`config.mk`:
```
export PLATFORM = sky130hd
export DESIGN_NAME = clkout_sel
export DESIGN_NICKNAME = d
export VERILOG_FILES = /design/src/rtl/clkout_pkg.sv /design/src/rtl/clkout_cfg_reg.sv /design/src/rtl/clkout_src_mux.sv /design/src/rtl/clkout_post_div.sv /design/src/rtl/clkout_sel.sv
export SDC_FILE = /design/constraint.sdc
export NUM_CORES = 1
export LEC_CHECK = 0
export CAP_MARGIN = 30
export CORE_ASPECT_RATIO = 0.8
export CORE_UTILIZATION = 63
export DETAILED_ROUTE_END_ITERATION = 8
export DONT_BUFFER_PORTS = 1
export PLACE_DENSITY = 0.82
export SYNTH_ARGS = -nofsm -noshare
export SYNTH_HDL_FRONTEND = slang
export SYNTH_HIERARCHICAL = 1
export SYNTH_SLANG_ARGS = --single-unit
```
`constraint.sdc`:
```
create_clock -name clk -period 3.07 [get_ports clk]
set_input_delay 0.1535 -clock clk [delete_from_list [all_inputs] [get_ports clk]]
set_output_delay 0.1535 -clock clk [all_outputs]
set_load 0.01 [all_outputs]
```
`src/rtl/clkout_pkg.sv`:
```
package clkout_pkg;
  localparam int REG_W   = 32;
  localparam int IDX_W   = 4;
  localparam int DIV_W   = 4;
  localparam int CNT_W   = 4;
  localparam int LO_POS  = 12;
  localparam int HI_POS  = 18;
  localparam int DIV_POS = 8;

  typedef logic [IDX_W-1:0] src_idx_t;
  typedef logic [DIV_W-1:0] div_code_t;
  typedef logic [CNT_W-1:0] div_cnt_t;

  // Source index: high bit above the three-bit low field.
  function automatic src_idx_t idx_of(input logic [REG_W-1:0] w);
    return {w[HI_POS], w[LO_POS+2:LO_POS]};
  endfunction

  function automatic div_code_t code_of(input logic [REG_W-1:0] w);
    return w[DIV_POS+DIV_W-1:DIV_POS];
  endfunction

  // Division ratio for a divider code.
  function automatic div_cnt_t ratio_of(input div_code_t c);
    div_cnt_t r;
    if (c < 4'd6)       r = c + 4'd1;
    else if (c == 4'd6) r = 4'd10;
    else if (c == 4'd7) r = 4'd12;
    else                r = 4'd1;
    return r;
  endfunction

  function automatic logic idx_ok(input src_idx_t i, input logic rev_new,
                                  input int unsigned n_src,
                                  input int unsigned n_old);
    return (32'(i) < n_src) && (rev_new || (32'(i) < n_old));
  endfunction
endpackage

```
`src/rtl/clkout_cfg_reg.sv`:
```
module clkout_cfg_reg
  import clkout_pkg::*;
#(
  parameter int unsigned NUM_SRC = 13,
  parameter int unsigned OLD_SRC = 8
) (
  input  logic             clk,
  input  logic             rst_n,
  input  logic             we,
  input  logic [REG_W-1:0] wdata,
  input  logic             rev_new,
  output logic [REG_W-1:0] rdata,
  output src_idx_t         cfg_idx,
  output div_code_t        cfg_code,
  output logic             cfg_ok,
  output logic             err
);
  logic [REG_W-1:0] word_q;

  assign rdata    = word_q;
  assign cfg_idx  = idx_of(word_q);
  assign cfg_code = code_of(word_q);
  assign cfg_ok   = idx_ok(cfg_idx, rev_new, NUM_SRC, OLD_SRC);

  always_ff @(posedge clk) begin
    if (!rst_n) begin
      word_q <= '0;
      err    <= 1'b0;
    end else begin
      if (we) word_q <= wdata;
      if (!cfg_ok) err <= 1'b1;
    end
  end
endmodule

```
`src/rtl/clkout_src_mux.sv`:
```
module clkout_src_mux
  import clkout_pkg::*;
#(
  parameter int unsigned NUM_SRC = 13
) (
  input  logic               clk,
  input  logic               rst_n,
  input  logic [NUM_SRC-1:0] src_clk,
  input  src_idx_t           act_idx,
  input  logic               act_ok,
  output logic               cur_lvl
);
  localparam int PAD_W = 1 << IDX_W;

  logic [NUM_SRC-1:0] smp_q;
  logic [PAD_W-1:0]   smp_pad;

  always_ff @(posedge clk) begin
    if (!rst_n) smp_q <= '0;
    else        smp_q <= src_clk;
  end

  assign smp_pad = PAD_W'(smp_q);
  assign cur_lvl = act_ok & smp_pad[act_idx];
endmodule

```
`src/rtl/clkout_post_div.sv`:
```
module clkout_post_div
  import clkout_pkg::*;
(
  input  logic      clk,
  input  logic      rst_n,
  input  src_idx_t  cfg_idx,
  input  div_code_t cfg_code,
  input  logic      cfg_ok,
  input  logic      cur_lvl,
  output src_idx_t  act_idx,
  output logic      act_ok,
  output logic      clk_out,
  output logic      sw_evt,
  output logic      rise_evt
);
  div_code_t act_code;
  div_cnt_t  cnt_q;
  div_cnt_t  ratio;
  logic      prev_q;
  logic      seen_q;
  logic      pending;
  logic      wrap;

  assign pending  = (cfg_idx != act_idx) || (cfg_code != act_code) ||
                    (cfg_ok != act_ok);
  assign sw_evt   = pending && !clk_out;
  assign ratio    = ratio_of(act_code);
  assign wrap     = (cnt_q == ratio - CNT_W'(1));
  assign rise_evt = cur_lvl && !prev_q;

  always_ff @(posedge clk) begin
    if (!rst_n) begin
      act_idx  <= '0;
      act_code <= '0;
      act_ok   <= 1'b0;
      cnt_q    <= '0;
      prev_q   <= 1'b1;
      seen_q   <= 1'b0;
      clk_out  <= 1'b0;
    end else if (sw_evt) begin
      act_idx  <= cfg_idx;
      act_code <= cfg_code;
      act_ok   <= cfg_ok;
      cnt_q    <= ratio_of(cfg_code) - CNT_W'(1);
      prev_q   <= 1'b1;
      seen_q   <= 1'b0;
      clk_out  <= 1'b0;
    end else begin
      prev_q <= cur_lvl;
      if (rise_evt) begin
        cnt_q  <= wrap ? '0 : cnt_q + CNT_W'(1);
        seen_q <= 1'b1;
      end
      clk_out <= cur_lvl && (rise_evt ? wrap : (seen_q && cnt_q == '0));
    end
  end
endmodule

```
`src/rtl/clkout_sel.sv`:
```
module clkout_sel
  import clkout_pkg::*;
#(
  parameter int unsigned NUM_SRC = 13,
  parameter int unsigned OLD_SRC = 8
) (
  input  logic               clk,
  input  logic               rst_n,
  input  logic               cfg_we,
  input  logic [31:0]        cfg_wdata,
  output logic [31:0]        cfg_rdata,
  input  logic [NUM_SRC-1:0] src_clk,
  input  logic               rev_new,
  output logic               clk_out,
  output logic               sel_err
);
  src_idx_t  cfg_idx;
  div_code_t cfg_code;
  logic      cfg_ok;
  src_idx_t  act_idx;
  logic      act_ok;
  logic      cur_lvl;
  logic      sw_evt;
  logic      rise_evt;

  clkout_cfg_reg #(.NUM_SRC(NUM_SRC), .OLD_SRC(OLD_SRC)) u_cfg (
    .clk(clk), .rst_n(rst_n), .we(cfg_we), .wdata(cfg_wdata),
    .rev_new(rev_new), .rdata(cfg_rdata), .cfg_idx(cfg_idx),
    .cfg_code(cfg_code), .cfg_ok(cfg_ok), .err(sel_err)
  );

  clkout_src_mux #(.NUM_SRC(NUM_SRC)) u_mux (
    .clk(clk), .rst_n(rst_n), .src_clk(src_clk), .act_idx(act_idx),
    .act_ok(act_ok), .cur_lvl(cur_lvl)
  );

  clkout_post_div u_div (
    .clk(clk), .rst_n(rst_n), .cfg_idx(cfg_idx), .cfg_code(cfg_code),
    .cfg_ok(cfg_ok), .cur_lvl(cur_lvl), .act_idx(act_idx),
    .act_ok(act_ok), .clk_out(clk_out), .sw_evt(sw_evt),
    .rise_evt(rise_evt)
  );
endmodule

```
# Word level (Yosys, flattened, before mapping)
# Cells that the tools add are included.
# W data, S select, Z words.
# op_classes
addsub	5
mux	14
n_lt_le_gt_ge	5
eq_ne	8
bitwise_logic	2
n_reduce_logical	13
# ops
operator	count
$mux W4	11
$eq A4 B3 Y1 const B	4
$add A4 B1 Y4 const B	3
$lt A4 B3 Y1 const B	2
$lt A4 B4 Y1 const B	2
$ne A4 B4 Y1	2
$sub A4 B1 Y4 const B	2
$logic_and A1 B1 Y1	5
$lt A4 B5 Y1 const B	1
$bmux W1 S4	1
$eq A4 B4 Y1	1
$logic_not A4 Y1	1
$logic_or A1 B1 Y1	3
$logic_not A1 Y1	2
$mux W1	2
$reduce_bool A2 Y1	1
$reduce_or A2 Y1	1
$and A1 B1 Y1	1
$ne A1 B1 Y1	1
$not A1 Y1	1
# totals
output_inout_bits	34
word_cells	57
reg_bits	62

# Logic depth before layout (Yosys ltp)
# logic_depth
word_depth	10
ltp_mapped	11
ltp_nobuf	11

# Cells and area by module
# Netlist, hierarchy kept.
# modules_own_cells
module	n_inst	cells_each	area_per_inst_um2
clkout_cfg_reg	1	117	1356.3
clkout_post_div	1	142	1217.4
clkout_src_mux	1	38	473.0

# Worst setup path before layout
# No wires, ideal clock.
# synth_path
kind	register to register
from	register u_div.act_code[0]
to	register u_div.cnt_q[2]
stages_incl_launch_ff	12
slack_ps	723
setup_time_ps	59
arrival_time_ps	2288
t_required_ps	3011
cell_sequence	dfxtp_1 -> inv_1 -> ha_1 -> and4bb_4 -> nor3_1 -> ha_1 -> xnor2_1 -> nor2b_1 -> mux2i_1 -> a21oi_4 -> nor4b_1 -> o311a_1
# synth_via
elab_chain_len	9
elab_cells_between_ends	17
# synth_lines
element	line	rtl
start, declared	clkout_post_div.sv:16	div_code_t act_code;
start signal, assigned	clkout_post_div.sv:42	act_code <= cfg_code;
$eq A4 B3 Y1	clkout_pkg.sv:28	else if (c == 4'd7) r = 4'd12;
$mux W4	clkout_pkg.sv:28	
$mux W4	clkout_pkg.sv:27	else if (c == 4'd6) r = 4'd10;
$mux W4	clkout_pkg.sv:26	if (c < 4'd6) r = c + 4'd1;
$sub A4 B1 Y4	clkout_post_div.sv:28	assign wrap = (cnt_q == ratio - CNT_W'(1));
$eq A4 B4 Y1	clkout_post_div.sv:28	
$mux W4	clkout_post_div.sv:51	cnt_q <= wrap ? '0 : cnt_q + CNT_W'(1);
$mux W4	clkout_post_div.sv:50	if (rise_evt) begin
$mux W4	clkout_post_div.sv:40	end else if (sw_evt) begin
end signal, assigned	clkout_post_div.sv:44	cnt_q <= ratio_of(cfg_code) - CNT_W'(1);
end signal, assigned	clkout_post_div.sv:51	
end, declared	clkout_post_div.sv:17	div_cnt_t cnt_q;
# Several ways; a longest one is shown, not always the timed one. The select of a mux whose other input is x is not followed.
# A chain may end at the register's enable or synchronous reset.

# Worst setup path after layout
# layout_path
from	register u_div.act_code[1]
to	register u_div.cnt_q[2]
# The elaborated chain is that of the path after synthesis.

==> results.md <==
- Antenna violations before repair: 0
- Worst Hold End: u_cfg/rdata[9]
- Gpl congestion: 0.8488
- Tightest Pin Transition: 0.6800 ns
- Count of final max-slew check failures: 0
- Top cell by count, worst path: ha_1
- Highest routed layer: met4
- Proportion of netlist area held by the largest area contributor: 40.74%
- Post-layout nets: 409
- M1 wire length: 3.124 mm
- Dominant cell type by area after synthesis: dfxtp_1
- Number of buffers created by CTS: 9
- Final routed wirelength across all metal layers: 8.021 mm
- Vias in the first global route: 2451
- Power per cell area: 482.3 nW/um^2
- EDFF count, synth: 0
- Violation count after the first detailed-routing iteration: 141
- Count of state elements after synthesis: 62
- Final total negative setup slack: 0 ns
- Hold Path Cell Cnt: 2
- Total vias in the final route: 2444
- Vertical die dimension: 64.20 microns
- Count of standard-cell rows: 22
- Final Critical Period: 2.826 ns
- Amount of wire on met2 after detailed routing: 4.160 mm
- Clock input transition at the sequential cells of the worst setup and hold paths: 0.07 ns
- Area added between synthesis and finish: 24.35%
- Crit path required time: 3.36 ns
- Critical path type: flip-flop to flip-flop
- Reported max-cap violation count: 0
- Number of instances in the synthesized netlist: 297
- Syn Nets: 354
- Core Util, Final: 81.93%
- Maximum clock skew at final layout: 0.01100 ns
- FFs w/ async S/R, synth: 0%
- Count of hold-fix buffers inserted at cts: 68
- Static Leak: 1.566 nW
- Number of port buffers: 0
- Slowest stage delay, CP: 0.53 ns
- Synth Cell Area: 3047 sq um
- Number of DRC violations after detailed routing: 0
- Routed length per placed instance: 19.24 microns
- Worst Hold Margin: 0.002924 ns
- FMAX: 353.8 MHz
- Die X: 79.75 microns
- Multi-input combinational cell area: 1570 sq um
- Overflow left after global routing: 0
- Total placed cells including tap cells: 333
- Clock tree from TritonCTS: done
- Filler cells: 231
- Distinct cell type count of the synthesized netlist: 47
- Number of diodes added for antenna fixing: 0
- Maximum resistive drop on vdd: 0.0004673 V
- Category of the worst setup path launch point: flip-flop
- I/O pin cnt: 83
- Crit Path Max Fanout: 10
- Antenna violation net count after detailed routing: 0
- Reg-to-Reg End: u_div/cnt_q[2]
- Final hold violation count: 0
- Minimum setup slack among reg-to-reg paths: 0.24 ns
- First-pass GRT wire length: 12.56 mm
- Post-CTS Setup Repair Bufs: 0
- Detail Placement HPWL: 3.496 mm
- Seq. cell area: 1241 sq um
- Period Utilization, post-route: 92.06%
- GRT Util Overall: 33.81%
- Critical Path End Type: flip-flop
- Clock sink count: 62
- Met3 wire length: 465 microns
- Result of the run: finished clean
- Via-to-Cell Ratio: 5.861
- Post-cts resize count: 0
- Deepest clock path buffer count: 2
- RSZ-0062 raised after global routing: no
- Std-Cell Core Area: 4624 sq um
- Cell at the root of the clock tree: clkbuf_8
- Number of failing setup endpoints in the final timing report: 0
- Data arrival time of the critical path: 3.12 ns
- Average cell area after synthesis: 10.26 sq um
- Ratio of cells with drive above 1 in the final layout: 6.723%
- Worst path slowest cell: dfxtp_1
- First-pass iteration count of the detailed router: 5
- Critical path, cell by cell: ha_1, and4bb_4, nor3_1, ha_1, xnor2_1, nor2b_1, mux2i_1, a21oi_4, nor4b_1, o311a_1
- CTS H-tree lvls: 3
- Start of the worst register-to-register path: u_div/act_code[1]
- Non-filler cells, final: 417
- Commonest register cell after synthesis: dfxtp_1
- Clk Latency, worst-skew pair: 0.35 ns
- Depth of the worst register-to-register path: 10
- Total of warnings raised by yosys: 6
- Starting density of the core: 65.88%
- Biggest area contributors in the synthesized netlist: dfxtp_1 (41%), mux2i_1 (14%), nor2b_1 (8.8%)
- Largest net degree at the start of global routing: 58
- Hold WC Path Type: primary input to flip-flop
- Worst hold start: cfg_wdata[9]
- Proportion of synthesized chip area in sequential cells: 40.74%
- Worst-case headroom to the max-slew limit: 54.67%
- Area of the die: 5120 sq um
-- worst max-delay path by stage --
| stage | cells after the start | endpoint | from |
|---|---|---|---|
| floorplan | 11 | u_div/cnt_q[2] | u_div/act_code[0] |
| global placement | 10 | u_div/cnt_q[2] | u_div/act_code[1] |
| detailed placement | 10 | u_div/cnt_q[2] | u_div/act_code[1] |
| CTS | 10 | u_div/cnt_q[2] | u_div/act_code[1] |
| global route | 10 | u_div/cnt_q[2] | u_div/act_code[1] |
| finish | 10 | u_div/cnt_q[2] | u_div/act_code[1] |
-- power by group --
group | internal [mW] | switching [mW] | total [mW]
sequential | 0.850 | 0.0625 | 0.913
combinational | 0.167 | 0.120 | 0.287
clock | 0.289 | 0.338 | 0.628
total | 1.31 | 0.521 | 1.83
-- cells in the mapped netlist (all sizes together) (3+ instances only) --
library cell,count
a211oi,4
a21oi,7
and2,15
buf,16
clkbuf,8
dfxtp,62
ha,8
inv,12
mux2i,43
mux4,3
nand2,12
nand3,3
nor2,8
nor2b,43
nor3,3
nor3b,3
o21ai,5
o31ai,3
xnor2,3
xor2,9
-- metal layers --
metal  vias to the layer above  GRT usage (%)
met3                        31          10.86
met4                         0          14.73
li1                       1119              -
met5                         -              0
met2                       104          59.29
met1                      1190          37.22
-- per-stage QoR --
step                      setup WS [ns]  total power [mW]  instance area, sq um
after floorplan                  0.7228             1.100                  3047
after global placement           0.4769             1.093                  2932
after CTS                        0.2950             1.790                  3789
final                            0.2437             1.827                  3789
after detailed placement         0.3122             1.101                  2932
after global routing            0.03875             1.901                  3789
-- cell families (layout without fill, tap and decap cells) --
family                     count (synthesis)  count (layout)  share of synthesized area, %
adders and majority gates                  8               8                         3.286
buffers and inverters                     36              96                         7.721
AOI/OAI and AO/OA                         33              33                         8.337
DFF                                       62              62                         40.74
xor gates and xnor gates                  12              12                         3.450
and+or+nand+nor                          100             100                         19.88
muxes                                     46              46                         16.59
-- cells in the final DEF (no fill, tap or decap), types with 6 or more instances in the layout --
master and n:
a21oi_1 6, and2_1 15, clkbuf_8 9, dfxtp_1 62
dlygate4sd3_1 67, ha_1 8, inv_1 12, mux2i_1 43
nand2_1 12, nor2_1 8, nor2b_1 43, xor2_1 9
-- flip-flops by register name, indices dropped and copies added, names as in the netlist --
register,cells
u_cfg/err,1
u_div/act_ok,1
u_div/prev_q,1
u_cfg/rdata,32
u_div/clk_out,1
u_mux/smp_q,13
u_div/act_idx,4
u_div/seen_q,1
u_div/cnt_q,4
u_div/act_code,4
-- worst max-delay path: cells and delay by family (launching register included) --
family / cells / cell delay [ns]
flip-flops: 1 / 0.53
XOR/XNOR: 1 / 0.20
multiplexers: 1 / 0.28
AND/OR/NAND/NOR: 4 / 0.89
adder cells (fa/ha/maj): 2 / 0.60
AO/OA/AOI/OAI: 2 / 0.28
-- final cells by class --
class	instances	area share [%]
Clock buffer	10	3.369
Clock inverter	6	1.024
Timing Repair Buffer	68	18.23
Sequential cell	62	32.76
Tap cell	60	1.982
Multi-Input combinational cell	199	41.45
Inverter	12	1.189
No activity file was read; power rests on OpenSTA's default activity.
